### config.mk
export PLATFORM = sky130hd
export DESIGN_NAME = pll_coef_search
export DESIGN_NICKNAME = d
export VERILOG_FILES = /design/src/rtl/pll_srch_pkg.sv /design/src/rtl/pll_div_seq.sv /design/src/rtl/pll_cand_cnt.sv /design/src/rtl/pll_best_track.sv /design/src/rtl/pll_coef_search.sv
export SDC_FILE = /design/constraint.sdc
export NUM_CORES = 1
export LEC_CHECK = 0
export BUFFER_PORTS_ARGS = -buffer_cell sky130_fd_sc_hd__buf_2
export CAP_MARGIN = 0
export CORE_ASPECT_RATIO = 0.7
export CORE_MARGIN = 5
export CORE_UTILIZATION = 59
export CTS_CLUSTER_SIZE = 30
export DETAILED_ROUTE_END_ITERATION = 6
export PLACE_DENSITY = 0.77
export SYNTH_ARGS = -nofsm -noshare
export SYNTH_HDL_FRONTEND = slang
export SYNTH_SLANG_ARGS = --single-unit
### constraint.sdc
create_clock -name clk_i -period 13.16 [get_ports clk_i]
set_clock_uncertainty 0.15 [all_clocks]
set_input_delay 0.658 -clock clk_i [delete_from_list [all_inputs] [get_ports clk_i]]
set_output_delay 0.658 -clock clk_i [all_outputs]
set_load 0.05 [all_outputs]
### src/rtl/pll_srch_pkg.sv
package pll_srch_pkg;
  typedef enum logic [1:0] {
    ST_IDLE = 2'd0,
    ST_LOAD = 2'd1,
    ST_DIV  = 2'd2,
    ST_FIN  = 2'd3
  } srch_state_e;
endpackage

### src/rtl/pll_div_seq.sv
module pll_div_seq #(
  parameter int NUM_W = 22,
  parameter int DEN_W = 7
) (
  input  logic             clk_i,
  input  logic             rst_ni,
  input  logic             start_i,
  input  logic [NUM_W-1:0] num_i,
  input  logic [DEN_W-1:0] den_i,
  output logic             valid_o,
  output logic [NUM_W-1:0] quo_o
);
  localparam int CNT_W = $clog2(NUM_W + 1);

  logic [NUM_W-1:0] num_q, quo_q, quo_n;
  logic [DEN_W-1:0] den_q, rem_q, rem_n;
  logic [CNT_W-1:0] cnt_q;
  logic             valid_q;
  logic [DEN_W:0]   shifted, diff;

  // one restoring step: bring down next dividend bit, try subtract
  always_comb begin
    shifted = {rem_q, quo_q[NUM_W-1]};
    diff    = shifted - {1'b0, den_q};
    if (!diff[DEN_W]) begin
      rem_n = diff[DEN_W-1:0];
      quo_n = {quo_q[NUM_W-2:0], 1'b1};
    end else begin
      rem_n = shifted[DEN_W-1:0];
      quo_n = {quo_q[NUM_W-2:0], 1'b0};
    end
  end

  always_ff @(posedge clk_i or negedge rst_ni) begin
    if (!rst_ni) begin
      num_q   <= '0;
      den_q   <= '0;
      quo_q   <= '0;
      rem_q   <= '0;
      cnt_q   <= '0;
      valid_q <= 1'b0;
    end else if (start_i) begin
      num_q   <= num_i;
      den_q   <= den_i;
      quo_q   <= num_i;
      rem_q   <= '0;
      cnt_q   <= CNT_W'(NUM_W);
      valid_q <= 1'b0;
    end else if (cnt_q != '0) begin
      quo_q   <= quo_n;
      rem_q   <= rem_n;
      cnt_q   <= cnt_q - 1'b1;
      valid_q <= (cnt_q == CNT_W'(1));
    end else begin
      valid_q <= 1'b0;
    end
  end

  assign valid_o = valid_q;
  assign quo_o   = quo_q;

  logic [NUM_W+DEN_W-1:0] chk_prod;
  assign chk_prod = {{DEN_W{1'b0}}, quo_q} * {{NUM_W{1'b0}}, den_q}
                  + {{NUM_W{1'b0}}, rem_q};

  AST_DIV_EXACT: assert property (@(posedge clk_i) disable iff (!rst_ni)
    valid_q |-> (chk_prod == {{DEN_W{1'b0}}, num_q}) && (rem_q < den_q));
endmodule

### src/rtl/pll_cand_cnt.sv
module pll_cand_cnt #(
  parameter int M_BITS = 6,
  parameter int N_BITS = 8
) (
  input  logic              clk_i,
  input  logic              rst_ni,
  input  logic              clear_i,
  input  logic              step_i,
  output logic [M_BITS-1:0] m_o,
  output logic [N_BITS-1:0] n_o,
  output logic              last_o
);
  logic [M_BITS-1:0] m_q;
  logic [N_BITS-1:0] n_q;

  always_ff @(posedge clk_i or negedge rst_ni) begin
    if (!rst_ni) begin
      m_q <= '0;
      n_q <= '0;
    end else if (clear_i) begin
      m_q <= '0;
      n_q <= '0;
    end else if (step_i) begin
      if (&n_q) begin
        n_q <= '0;
        m_q <= m_q + 1'b1;
      end else begin
        n_q <= n_q + 1'b1;
      end
    end
  end

  assign m_o    = m_q;
  assign n_o    = n_q;
  assign last_o = (&m_q) & (&n_q);

  // n is the inner index: m only moves when n wraps
  AST_N_INNER: assert property (@(posedge clk_i) disable iff (!rst_ni)
    (step_i && !clear_i && !(&n_q)) |=> (m_q == $past(m_q)));
endmodule

### src/rtl/pll_best_track.sv
module pll_best_track #(
  parameter int M_BITS = 6,
  parameter int N_BITS = 8,
  parameter int K_BITS = 2,
  parameter int Q_W    = 22,
  parameter int ERR_W  = 23
) (
  input  logic              clk_i,
  input  logic              rst_ni,
  input  logic              clear_i,
  input  logic [ERR_W-1:0]  init_err_i,
  input  logic              upd_i,
  input  logic [Q_W-1:0]    quo_i,
  input  logic [ERR_W-1:0]  target_i,
  input  logic [M_BITS-1:0] m_i,
  input  logic [N_BITS-1:0] n_i,
  output logic [M_BITS-1:0] best_m_o,
  output logic [N_BITS-1:0] best_n_o,
  output logic [K_BITS-1:0] best_k_o,
  output logic [Q_W-1:0]    best_f_o
);
  localparam int K_NUM = 1 << K_BITS;

  logic [ERR_W-1:0]  err_q;
  logic [M_BITS-1:0] m_q;
  logic [N_BITS-1:0] n_q;
  logic [K_BITS-1:0] k_q;
  logic [Q_W-1:0]    f_q;

  logic [ERR_W-1:0]  ch_err [K_NUM+1];
  logic [K_BITS-1:0] ch_k   [K_NUM+1];
  logic [Q_W-1:0]    ch_f   [K_NUM+1];
  logic              ch_hit [K_NUM+1];

  assign ch_err[0] = err_q;
  assign ch_k[0]   = k_q;
  assign ch_f[0]   = f_q;
  assign ch_hit[0] = 1'b0;

  // k candidates compared in visiting order; strict less keeps the earlier
  for (genvar g = 0; g < K_NUM; g++) begin : g_k
    logic [Q_W-1:0]   f_g;
    logic [ERR_W-1:0] fe_g, e_g;
    logic             take_g;
    assign f_g    = quo_i >> g;
    assign fe_g   = ERR_W'(f_g);
    assign e_g    = (fe_g >= target_i) ? (fe_g - target_i) : (target_i - fe_g);
    assign take_g = (e_g < ch_err[g]);
    assign ch_err[g+1] = take_g ? e_g : ch_err[g];
    assign ch_k[g+1]   = take_g ? K_BITS'(g) : ch_k[g];
    assign ch_f[g+1]   = take_g ? f_g : ch_f[g];
    assign ch_hit[g+1] = take_g | ch_hit[g];
  end

  always_ff @(posedge clk_i or negedge rst_ni) begin
    if (!rst_ni) begin
      err_q <= '0;
      m_q   <= '0;
      n_q   <= '0;
      k_q   <= '0;
      f_q   <= '0;
    end else if (clear_i) begin
      err_q <= init_err_i;
      m_q   <= '0;
      n_q   <= '0;
      k_q   <= '0;
      f_q   <= '0;
    end else if (upd_i) begin
      err_q <= ch_err[K_NUM];
      if (ch_hit[K_NUM]) begin
        m_q <= m_i;
        n_q <= n_i;
        k_q <= ch_k[K_NUM];
        f_q <= ch_f[K_NUM];
      end
    end
  end

  assign best_m_o = m_q;
  assign best_n_o = n_q;
  assign best_k_o = k_q;
  assign best_f_o = f_q;

  AST_ERR_MONO: assert property (@(posedge clk_i) disable iff (!rst_ni)
    (upd_i && !clear_i) |=> (err_q <= $past(err_q)));
endmodule

### src/rtl/pll_coef_search.sv
module pll_coef_search
  import pll_srch_pkg::*;
#(
  parameter int REF_KHZ = 14318,
  parameter int MAX_KHZ = 270000,
  parameter int FREQ_W  = 20,
  parameter int M_BITS  = 6,
  parameter int N_BITS  = 8,
  parameter int K_BITS  = 2
) (
  input  logic                             clk_i,
  input  logic                             rst_ni,
  input  logic                             start_i,
  input  logic [FREQ_W-1:0]                target_khz_i,
  output logic                             busy_o,
  output logic                             done_o,
  output logic                             unsup_o,
  output logic [M_BITS-1:0]                m_o,
  output logic [N_BITS-1:0]                n_o,
  output logic [K_BITS-1:0]                k_o,
  output logic [N_BITS+M_BITS+K_BITS-1:0]  ctrl_word_o,
  output logic [$clog2(REF_KHZ*((1<<N_BITS)+1)+1)-1:0] freq_khz_o
);
  localparam int NUM_MAX = REF_KHZ * ((1 << N_BITS) + 1);
  localparam int NUM_W   = $clog2(NUM_MAX + 1);
  localparam int DEN_W   = $clog2((1 << M_BITS) + 2);
  localparam int ERR_W   = ((NUM_W > FREQ_W) ? NUM_W : FREQ_W) + 1;

  srch_state_e       state_q, state_n;
  logic [FREQ_W-1:0] target_q;
  logic              unsup_q;

  logic              accept, over;
  logic              div_start, div_valid, step, last;
  logic [NUM_W-1:0]  num, quo;
  logic [DEN_W-1:0]  den;
  logic [M_BITS-1:0] cur_m, best_m;
  logic [N_BITS-1:0] cur_n, best_n;
  logic [K_BITS-1:0] best_k;
  logic [NUM_W-1:0]  best_f;

  assign accept    = start_i && (state_q == ST_IDLE);
  assign over      = ({1'b0, target_khz_i} > (FREQ_W+1)'(MAX_KHZ));
  assign div_start = (state_q == ST_LOAD);
  assign step      = (state_q == ST_DIV) && div_valid;
  assign num       = NUM_W'(REF_KHZ * (int'(cur_n) + 2));
  assign den       = DEN_W'(int'(cur_m) + 2);

  always_comb begin
    state_n = state_q;
    unique case (state_q)
      ST_IDLE: if (accept) state_n = over ? ST_FIN : ST_LOAD;
      ST_LOAD: state_n = ST_DIV;
      ST_DIV:  if (div_valid) state_n = last ? ST_FIN : ST_LOAD;
      ST_FIN:  state_n = ST_IDLE;
      default: state_n = ST_IDLE;
    endcase
  end

  always_ff @(posedge clk_i or negedge rst_ni) begin
    if (!rst_ni) begin
      state_q  <= ST_IDLE;
      target_q <= '0;
      unsup_q  <= 1'b0;
    end else begin
      state_q <= state_n;
      if (accept) begin
        target_q <= target_khz_i;
        unsup_q  <= over;
      end
    end
  end

  pll_cand_cnt #(.M_BITS(M_BITS), .N_BITS(N_BITS)) u_cnt (
    .clk_i   (clk_i),
    .rst_ni  (rst_ni),
    .clear_i (accept),
    .step_i  (step),
    .m_o     (cur_m),
    .n_o     (cur_n),
    .last_o  (last)
  );

  pll_div_seq #(.NUM_W(NUM_W), .DEN_W(DEN_W)) u_div (
    .clk_i   (clk_i),
    .rst_ni  (rst_ni),
    .start_i (div_start),
    .num_i   (num),
    .den_i   (den),
    .valid_o (div_valid),
    .quo_o   (quo)
  );

  pll_best_track #(
    .M_BITS(M_BITS), .N_BITS(N_BITS), .K_BITS(K_BITS),
    .Q_W(NUM_W), .ERR_W(ERR_W)
  ) u_best (
    .clk_i      (clk_i),
    .rst_ni     (rst_ni),
    .clear_i    (accept),
    .init_err_i (ERR_W'(target_khz_i)),
    .upd_i      (step),
    .quo_i      (quo),
    .target_i   (ERR_W'(target_q)),
    .m_i        (cur_m),
    .n_i        (cur_n),
    .best_m_o   (best_m),
    .best_n_o   (best_n),
    .best_k_o   (best_k),
    .best_f_o   (best_f)
  );

  assign busy_o      = (state_q == ST_LOAD) || (state_q == ST_DIV);
  assign done_o      = (state_q == ST_FIN);
  assign unsup_o     = unsup_q;
  assign m_o         = best_m;
  assign n_o         = best_n;
  assign k_o         = best_k;
  assign ctrl_word_o = {best_n, best_m, best_k};
  assign freq_khz_o  = best_f;

  AST_DONE_PULSE: assert property (@(posedge clk_i) disable iff (!rst_ni)
    done_o |=> !done_o);
  AST_RESULT_HOLD: assert property (@(posedge clk_i) disable iff (!rst_ni)
    (!busy_o && !start_i) |=> ($stable(ctrl_word_o) && $stable(freq_khz_o) && $stable(unsup_o)));
  AST_START_IGNORED: assert property (@(posedge clk_i) disable iff (!rst_ni)
    (busy_o && start_i) |=> $stable(target_q));
  AST_UNSUP_ZERO: assert property (@(posedge clk_i) disable iff (!rst_ni)
    unsup_o |-> (ctrl_word_o == '0) && (freq_khz_o == '0));
endmodule

Word-level counts from Yosys, hierarchy flattened
Cells that the tools add are included.
{"block": "word_totals", "register_bits": 140, "inputBits": 23, "output_inout_bits": 57}
{"block": "classes", "n_addsub": 14, "multipliers": 1, "magnitude_cmp": 9, "eq_ne": 6, "n_mux": 51, "n_bitwise": 4, "reduce_logical": 16}
{"operator": "two-way mux 23 bit", "count": 10}
{"operator": "two-way mux 22 bit", "count": 9}
{"operator": "< comparator 23 bit", "count": 4}
{"operator": "two-way mux 8 bit", "count": 6}
{"operator": "subtractor 20 x 20 -> 21 bit", "count": 2}
{"operator": "two-way mux 6 bit", "count": 6}
{"operator": "subtractor 20 x 22 -> 23 bit", "count": 1}
{"operator": "subtractor 22 x 20 -> 23 bit", "count": 1}
{"operator": "greater-or-equal comparator 22 x 20 -> 1 bit", "count": 1}
{"operator": "two-way mux 2 bit", "count": 11}
{"operator": "subtractor 20 x 21 -> 22 bit", "count": 1}
{"operator": "subtractor 21 x 20 -> 22 bit", "count": 1}
{"operator": "greater-or-equal comparator 21 x 20 -> 1 bit", "count": 1}
{"operator": "multiplier 13 x 9 -> 21 bit (first input constant)", "count": 1}
{"operator": "two-way mux 7 bit", "count": 3}
{"operator": "subtractor 19 x 20 -> 21 bit", "count": 1}
{"operator": "subtractor 20 x 19 -> 21 bit", "count": 1}
{"operator": "greater-or-equal comparator 19 x 20 -> 1 bit", "count": 1}
{"operator": "greater-or-equal comparator 20 bit", "count": 1}
{"operator": "> comparator 20 x 19 -> 1 bit (second input constant)", "count": 1}
{"operator": "two-way mux 5 bit", "count": 2}
{"operator": "nonzero test 5 bit", "count": 2}
{"operator": "adder 8 x 2 -> 9 bit (second input constant)", "count": 1}
{"operator": "adder 8 x 1 -> 8 bit (second input constant)", "count": 1}
{"operator": "21 further kinds", "count": 32}

Longest topological paths before layout
Gate-level depths: netlist of run 1.
{"block": "logic_depth", "depth_word": 13, "ltp_mapped": 71, "mapped_depth_nobuf": 63}

Modules after synthesis
Synthesis of run 1 repeated with hierarchy kept, for this count alone.
{"block": "hier_totals", "hier_cells": 2806, "area_unflattened_um2": 21891.0}
{"module": "pll_best_track", "instances": 1, "cells_per_inst": 2108, "area_per_inst_um2": 15177.1}
{"module": "pll_coef_search", "instances": 1, "cells_per_inst": 377, "area_per_inst_um2": 3624.7}
{"module": "pll_div_seq", "instances": 1, "cells_per_inst": 240, "area_per_inst_um2": 2301.0}
{"module": "pll_cand_cnt", "instances": 1, "cells_per_inst": 81, "area_per_inst_um2": 788.3}

Least setup slack after synthesis of run 1
No wires, ideal clock.
{"block": "synth_path", "kind": "flip-flop to flip-flop", "from": "register target_q[1]", "to": "register u_best.n_q[0] (netlist: u_best.best_n_o[0])", "setup_ns": 0.121, "arrival_time_ns": 12.254, "t_required_ns": 12.889, "slack_ns": 0.635, "stages_incl_launch_ff": 66, "n_path_buf": 11, "cell_sequence": "dfrtp_1 > inv_1 > ha_1 > nand3b_1 > a21o_1 > a211oi_2 > o21ai_1 > nand2_1 > clkbuf_1 > buf_1 > a21oi_1 > o221ai_1 > xor2_1 > ha_1 > a21oi_1 > nor2b_1 > o21ai_0 > a31oi_1 > (+30 left out) > buf_2 > clkbuf_1 > o21ai_0 > ha_1 > a21oi_1 > nor2b_1 > o21ai_0 > nand2b_1 > a21oi_1 > nor2b_1 > o21ai_0 > o311a_1 > inv_1 > o21a_1 > a31o_1 > buf_2 > buf_2 > a22o_1"}
{"block": "synth_between", "elab_chain_cells": 12, "elab_cells_between_ends": 28}
{"element": "start, declared", "line": "pll_coef_search.sv:30", "source": "logic [FREQ_W-1:0] target_q;"}
{"element": "start signal, assigned", "line": "pll_coef_search.sv:68", "source": "target_q <= target_khz_i;"}
{"element": "subtractor 20 x 22 -> 23 bit, or another cell as far along", "line": "pll_best_track.sv:47", "source": "assign e_g = (fe_g >= target_i) ? (fe_g - target_i) : (target_i - fe_g);"}
{"element": "two-way mux 23 bit", "line": "pll_best_track.sv:47"}
{"element": "< comparator 23 bit", "line": "pll_best_track.sv:48", "source": "assign take_g = (e_g < ch_err[g]);"}
{"element": "two-way mux 23 bit", "line": "pll_best_track.sv:49", "source": "assign ch_err[g+1] = take_g ? e_g : ch_err[g];"}
{"element": "< comparator 23 bit", "line": "pll_best_track.sv:48"}
{"element": "two-way mux 23 bit", "line": "pll_best_track.sv:49"}
{"element": "< comparator 23 bit", "line": "pll_best_track.sv:48"}
{"element": "two-way mux 23 bit", "line": "pll_best_track.sv:49"}
{"element": "< comparator 23 bit", "line": "pll_best_track.sv:48"}
{"element": "bitwise OR 1 bit (*)", "line": "pll_best_track.sv:52", "source": "assign ch_hit[g+1] = take_g | ch_hit[g];"}
{"element": "nonzero test 2 bit (no line) (*)"}
{"element": "AND reduction 2 bit (no line) (*)"}
{"element": "end signal, assigned", "line": "pll_best_track.sv:72", "source": "n_q <= n_i;"}
{"element": "end, declared", "line": "pll_best_track.sv:26", "source": "logic [N_BITS-1:0] n_q;"}
Mark *: on every way between the ends. The rest lies on a longest branch, timed or not.
A chain may end at the register's enable or synchronous reset.

Worst setup path in the final report of run 1
{"block": "layout_path", "from": "register target_q[18]", "to": "register u_best.f_q[0] (netlist: u_best.best_f_o[0])"}
{"block": "layout_between", "elab_chain_cells": 13, "elab_cells_between_ends": 35}
{"element": "subtractor 20 x 22 -> 23 bit, or another cell as far along", "line": "pll_best_track.sv:47"}
{"element": "two-way mux 23 bit", "line": "pll_best_track.sv:47"}
{"element": "< comparator 23 bit", "line": "pll_best_track.sv:48"}
{"element": "two-way mux 23 bit", "line": "pll_best_track.sv:49"}
{"element": "< comparator 23 bit", "line": "pll_best_track.sv:48"}
{"element": "two-way mux 23 bit", "line": "pll_best_track.sv:49"}
{"element": "< comparator 23 bit", "line": "pll_best_track.sv:48"}
{"element": "two-way mux 23 bit", "line": "pll_best_track.sv:49"}
{"element": "< comparator 23 bit", "line": "pll_best_track.sv:48"}
{"element": "two-way mux 22 bit", "line": "pll_best_track.sv:51", "source": "assign ch_f[g+1] = take_g ? f_g : ch_f[g];"}
{"element": "two-way mux 22 bit", "line": "pll_best_track.sv:70", "source": "if (ch_hit[K_NUM]) begin"}
{"element": "two-way mux 22 bit", "line": "pll_best_track.sv:68", "source": "end else if (upd_i) begin"}
{"element": "two-way mux 22 bit", "line": "pll_best_track.sv:62", "source": "end else if (clear_i) begin"}
{"element": "end signal, assigned", "line": "pll_best_track.sv:74", "source": "f_q <= ch_f[K_NUM];"}
{"element": "end, declared", "line": "pll_best_track.sv:28", "source": "logic [Q_W-1:0] f_q;"}
Several ways; a longest one is shown, not always the timed one. The select of a mux whose other input is x is not followed.

==> flow_metrics.py, run 1 <==
metrics = {
    "logic_synthesis": {
        "yosys.area.top_type": "ha_1",
        "yosys-top-cells-area": "ha_1, dfrtp_1, a21oi_1",
        "synth-simple-area-share_pct": 12.9,
        "yosysWarnings": 0,
        "ys_seq_area_share_pct": 17.3,
        "netlist_top_cells_count": "ha_1, a21oi_1, inv_1, o21ai_0, nand2_1",
        "syn-mean-instance-area_um2": 8.14,
        "synth_top_area_share_pct": 18.9,
        "synth_most_common_cell": "ha_1",
        "synthXorXnorAreaFrac_pct": 4.80,
        "synth-seq-cells": 140,
        "ys.flop_type": "dfrtp_1",
        "synthMuxAreaShare_pct": 7.01,
        "synth_area_um2": 20300,
        "synth_fa_ha_area_share_pct": 24.4,
        "synth_top_family_by_area": "compound AO/OA/AOI/OAI gates",
        "synth_cell_types": 81,
        "syn-num-nets": 2872,
        "synth_edf_count": 0,
        "netlist_instances": 2487,
        "async_flop_share_pct": 100,
        "synth-compound-area-share_pct": 25.8,
    },
    "final_layout": {
        "final_nets": 2928,
        "final_util_pct": 65.8,
        "drive_gt1_share_pct": 11.4,
        "final_design_area_no_fill_um2": 22200,
        "insertedDiodeCount": 0,
        "area_delta_synth_final_pct": 9.49,
    },
    "critical_path": {
        "crit_top_cell": "ha_1",
        "critPathBufInv": 8,
        "cp_max_fo": 28,
        "cp.required_ps": 13410,
        "worstSetupPathType": "flip-flop to flip-flop",
        "critPathTopFamily": "compound AO/OA/AOI/OAI gates",
        "start_kind": "flip-flop",
        "r2r_start": "target_q[18]",
        "end_kind": "flip-flop",
        "crit_path_top_delay_cell": "or4_1",
        "startpoint": "target_q[18]",
        "cp_slowest_stage_delay_ps": 560,
        "cp_data_arrival_time_ps": 12980,
    },
    "timing": {
        "max_slew.worst_pin.slew_ps": 1050,
        "slew_viol_final": 0,
        "fin_crit_ps": 12740,
        "finalHoldViolCount": 0,
        "final.period_utilization_pct": 96.8,
        "fmax_ghz": 0.0785,
        "maxSlewHeadroom_pct": 29.2,
        "setup_viol": 0,
    },
    "route": {
        "drc": 0,
        "vias": 20400,
        "firstDrtPassIters": 6,
        "drt_wl_total_um": 80900,
        "wl_per_cell_um": 26.8,
        "first_iter_violations": 2773,
        "vias_per_cell": 6.75,
        "antenna_left": 0,
    },
    "global_route": {
        "antenna_found_initial": 1,
        "grt_util_all_layers_pct": 41.4,
        "grt_pass1_vias": 19300,
        "grt_remaining_overflow": 0,
        "grt_max_degree": 85,
        "grt_pass1_wl_um": 119000,
    },
    "floorplan": {
        "core_um2": 33700,
        "num_rows": 56,
        "dieHeight_um": 165,
        "die_w_um": 231,
        "die_area_um2": 38200,
        "io_pins": 80,
        "start_util_pct": 60.1,
    },
    "placed_design": {
        "dp_hpwl_um": 65500,
        "placedInstanceArea_um2": 21400,
        "portBuffers": 79,
        "place.gp.congestion": 1.05,
    },
    "power": {
        "ir_worst_vdd_v": 0.0000841,
        "p_leak_nw": 11.3,
        "powerDensity_nw_per_um2": 43.6,
        "p_sw_uw": 262,
        "clkPwrFrac_pct": 53.8,
        "comb_power_share_pct": 1.7,
        "p_sw_share_pct": 27.1,
        "p_seq_share_pct": 44.4,
        "intPower_uw": 705,
        "total_power_uw": 967,
    },
    "cts": {
        "h-tree-depth": 4,
        "clockRootBuffer": "clkbuf_16",
        "cts_tree": "done",
        "numClockSinks": 140,
        "clock_path_buffers": 2,
        "cts_made_buffers": 17,
        "cts_hold_buf": 0,
        "clk_latency_ps": 470,
        "clkSlewWorstSetupHoldPaths_ps": 70,
    },
    "worst_hold_path": {
        "hold_class": "input port to async pin",
    },
    "outcome": {
        "status": "finished clean",
    },
    "flow_run": {
        "cap_violations": 0,
    },
}
-- kinds of logic (layout without fill, tap and decap cells) --
family | count (synthesis) | count (layout)
XOR/XNOR | 111 | 111
AO/OA/AOI/OAI | 813 | 813
AND/OR/NAND/NOR | 546 | 546
flip-flops | 140 | 140
multiplexers | 138 | 138
buffers and inverters | 377 | 446
adder cells (fa/ha/maj) | 362 | 362
-- cell type report --
class / count / area, µm²
Sequential cell: 140 / 3510
Tap cell: 464 / 581
Timing Repair Buffer: 180 / 1210
Clock buffer: 17 / 425
Clock inverter: 15 / 175
Multi-Input combinational cell: 1970 / 15400
Inverter: 234 / 878
Fill cell: 2816 / 11500
-- registers in the layout (all words and copies together), names as in the netlist --
register,cells
u_best.err_q,23
unsup_o,1
u_div.den_q,7
u_best.best_f_o,22
u_best.best_n_o,8
u_div.cnt_q,5
u_cnt.m_o,6
u_best.best_m_o,6
u_div.quo_o,22
target_q,20
u_div.valid_o,1
u_best.best_k_o,2
u_div.rem_q,7
state_q,2
u_cnt.n_o,8
-- placed cells by master (no fill, tap or decap), types with 11 or more instances in the layout --
cell type / count
a211oi_1: 36
a21o_1: 119
a21oi_1: 240
a22o_1: 35
a31oi_1: 18
buf_2: 78
buf_4: 96
clkbuf_16: 17
dfrtp_1: 138
fa_1: 56
ha_1: 297
inv_1: 230
mux2_2: 22
mux2i_1: 110
nand2_1: 171
nand2b_1: 28
nand3_1: 36
nand4_1: 42
nor2_1: 138
nor2b_1: 32
nor3_1: 22
o211ai_1: 11
o21a_1: 19
o21ai_0: 171
o21bai_1: 32
o221ai_1: 12
o22ai_1: 15
xnor2_1: 78
xor2_1: 33
-- per-stage QoR --
step	hold WS (ps)	setup slack, ps	std cells	TNS [ps]
6_report	92.9	422	3020	0
3_5_place_dp	334	-146	2982	-146
5_1_grt	171	-71.6	3020	-296
2_1_floorplan	212	635	2487	0
3_3_place_gp	312	52.9	2982	0
4_1_cts	149	107	3017	0
-- power by group through the flow --
stage                     Combinational (mW)  Sequential [mW]  Clock [mW]
after floorplan                     0.000695            0.438           0
after global placement                0.0164            0.438           0
after detailed placement              0.0169            0.438           0
after CTS                             0.0170            0.430       0.516
after global routing                  0.0186            0.430       0.537
final                                 0.0166            0.430       0.521
-- per-layer routing --
metal	up-vias	GRT usage [%]	routed length, µm
li1	8978	-	-
met1	9837	58.3	33600
met2	1382	57.1	31800
met3	201	18.4	12900
met4	0	12.3	2590
met5	-	0	0
-- final timing paths --
check / endpoint / slack, ps / depth (start not counted)
min: u_best.err_q[16] / 90 / 1
min in group clk_i: unsup_o / 350 / 2
max reg2reg: u_best.best_f_o[0] / 420 / 54
min reg2reg: unsup_o / 350 / 2
max: u_best.best_f_o[0] / 420 / 54
max in group asynchronous: target_q[2] / 11270 / 2
-- what timing repair did --
action | 4_1_cts | 5_1_grt
buffers inserted | 3 | 3
hold endpoints to repair | 0 | 0
setup endpoints to repair | 1 | 61
gates cloned | 0 | 0
pin swaps | 1 | 2
gates resized for setup | 1 | 41
Note: power is estimated with default switching activity, not from simulation.
==> run 2, diff against run 1 <==
--- a/config.mk
+++ b/config.mk
@@ -12,6 +12,7 @@
 export CORE_UTILIZATION = 59
 export CTS_CLUSTER_SIZE = 30
 export DETAILED_ROUTE_END_ITERATION = 6
+export MAX_ROUTING_LAYER = met4
 export PLACE_DENSITY = 0.77
 export SYNTH_ARGS = -nofsm -noshare
 export SYNTH_HDL_FRONTEND = slang
==> flow_metrics.py, run 2 (synthesis results as in run 1) <==
metrics = {
    "power": {
        "total_power_uw": 967,
        "p_sw_uw": 275,
        "ir_worst_vdd_v": 0.0000839,
        "comb_power_share_pct": 1.8,
        "p_sw_share_pct": 28.5,
        "intPower_uw": 692,
        "p_seq_share_pct": 44.4,
        "p_leak_nw": 11.4,
        "clkPwrFrac_pct": 53.8,
        "powerDensity_nw_per_um2": 43.2,
    },
    "critical_path": {
        "crit_path_top_delay_cell": "or4_1",
        "cp_slowest_stage_delay_ps": 540,
        "start_kind": "flip-flop",
        "cp_max_fo": 30,
        "end_kind": "flip-flop",
        "cp.required_ps": 13410,
        "cp_data_arrival_time_ps": 12880,
        "worstSetupPathType": "flip-flop to flip-flop",
    },
    "final_layout": {
        "layout_commonest_cell": "ha_1",
        "final_design_area_no_fill_um2": 22400,
        "area_delta_synth_final_pct": 10.6,
        "fillers": 2792,
        "final_nets": 2951,
        "ff_latch_area_um2": 3510,
        "multi_input_area_um2": 15400,
        "largest_reg_flops": 23,
        "largest-register": "u_best.err_q",
        "layout_common_cells": "ha_1, a21oi_1, inv_1, nand2_1, o21ai_0",
        "drive_gt1_share_pct": 12.4,
    },
    "floorplan": {
        "num_rows": 56,
        "core_um2": 33700,
        "start_util_pct": 60.1,
        "die_w_um": 231,
        "dieHeight_um": 165,
        "io_pins": 80,
        "die_area_um2": 38200,
    },
    "placed_design": {
        "placedInstanceArea_um2": 21500,
        "dp_hpwl_um": 66700,
        "place.gp.congestion": 1.22,
        "portBuffers": 79,
        "dp_slack_ps": 31.2,
    },
    "timing": {
        "maxSlewHeadroom_pct": 24.4,
        "fin_crit_ps": 12640,
        "final.period_utilization_pct": 96.0,
        "fmax_ghz": 0.0791,
        "max_slew.worst_pin.slew_ps": 1130,
        "fin_setup_tns_ps": 0,
        "finalHoldViolCount": 0,
        "fin_ws_ps": 524,
        "setup_viol": 0,
        "slew_viol_final": 0,
    },
    "cts": {
        "numClockSinks": 140,
        "cts_hold_buf": 0,
        "clk_latency_ps": 460,
        "cts_tree": "done",
        "cts_made_buffers": 17,
        "clockRootBuffer": "clkbuf_16",
        "clock_path_buffers": 2,
        "clkSlewWorstSetupHoldPaths_ps": 80,
        "h-tree-depth": 4,
    },
    "global_route": {
        "grt_pass1_vias": 19700,
        "grt_util_all_layers_pct": 43.9,
        "grt_remaining_overflow": 0,
        "antenna_found_initial": 4,
        "grt_pass1_wl_um": 123000,
        "grt_max_degree": 82,
    },
    "route": {
        "drt_wl_total_um": 83000,
        "wl_per_cell_um": 27.2,
        "vias": 20500,
        "first_iter_violations": 3077,
        "firstDrtPassIters": 6,
        "drc": 0,
        "antenna_left": 0,
        "vias_per_cell": 6.72,
    },
    "flow_run": {
        "cap_violations": 0,
    },
    "worst_hold_path": {
        "hold_class": "input port to async pin",
    },
    "outcome": {
        "status": "finished clean",
    },
}
[run 2: critical path: cells and delay by family, from the launching register on]
family          cells  cell delay [ps]
compound gates     23             4960
xor+xnor            1              280
fa+ha+maj           5             1550
buf+inv             9             1690
flops               1              480
mux                 3              970
simple gates       14             2410
[run 2: what timing repair did]
action,in CTS,in global routing
endpoints found under the hold margin,0,0
resized for setup,2,48
pin swaps,0,4
setup buffers,0,5
setup endpoints to repair,2,61
[run 2: layer usage]
| metal | track usage, % | part of all wire (%) |
|---|---|---|
| met1 | 58.6 | 41 |
| met2 | 58.8 | 39 |
| met3 | 19.2 | 16 |
| met4 | 15.8 | 4.1 |
| met5 | - | 0 |
[run 2: cell type report]
class | instances | share of cell area (%)
antenna | 5 | 0.0559
sequential | 140 | 15.7
inverter | 234 | 3.94
clock inverter | 15 | 0.866
timing repair buffer | 203 | 6.21
multi-input combinational | 1970 | 68.8
clock buffer | 17 | 1.90
tap | 464 | 2.59
[run 2: through the flow]
step / hold slack [ps] / util (%) / cells
after floorplan: 212 / - / 2487
after detailed placement: 334 / 63.9 / 3006
after global placement: 317 / 63.9 / 3006
after CTS: 153 / 65.8 / 3038
after global routing: 195 / 66.4 / 3047
final: 138 / 66.4 / 3048
[run 2: worst paths after layout]
| path | from | end | slack (ps) | cells after the start |
|---|---|---|---|---|
| min in group clk_i | u_best.best_f_o[20] | u_best.best_f_o[20] | 350 | 1 |
| max | target_q[16] | u_best.best_f_o[11] | 520 | 55 |
| max in group asynchronous | rst_ni | target_q[16] | 11260 | 2 |
| min reg2reg | u_best.best_f_o[20] | u_best.best_f_o[20] | 350 | 1 |
| max reg2reg | target_q[16] | u_best.best_f_o[11] | 520 | 55 |
| min | rst_ni | u_best.err_q[9] | 140 | 1 |
[run 2: power groups by stage]
stage	combinational, mW	sequential [mW]	clock [mW]
2_1_floorplan	0.000695	0.438	0
4_1_cts	0.0171	0.430	0.518
3_3_place_gp	0.0165	0.438	0
6_report	0.0169	0.430	0.520
5_1_grt	0.0188	0.430	0.531
3_5_place_dp	0.0170	0.438	0
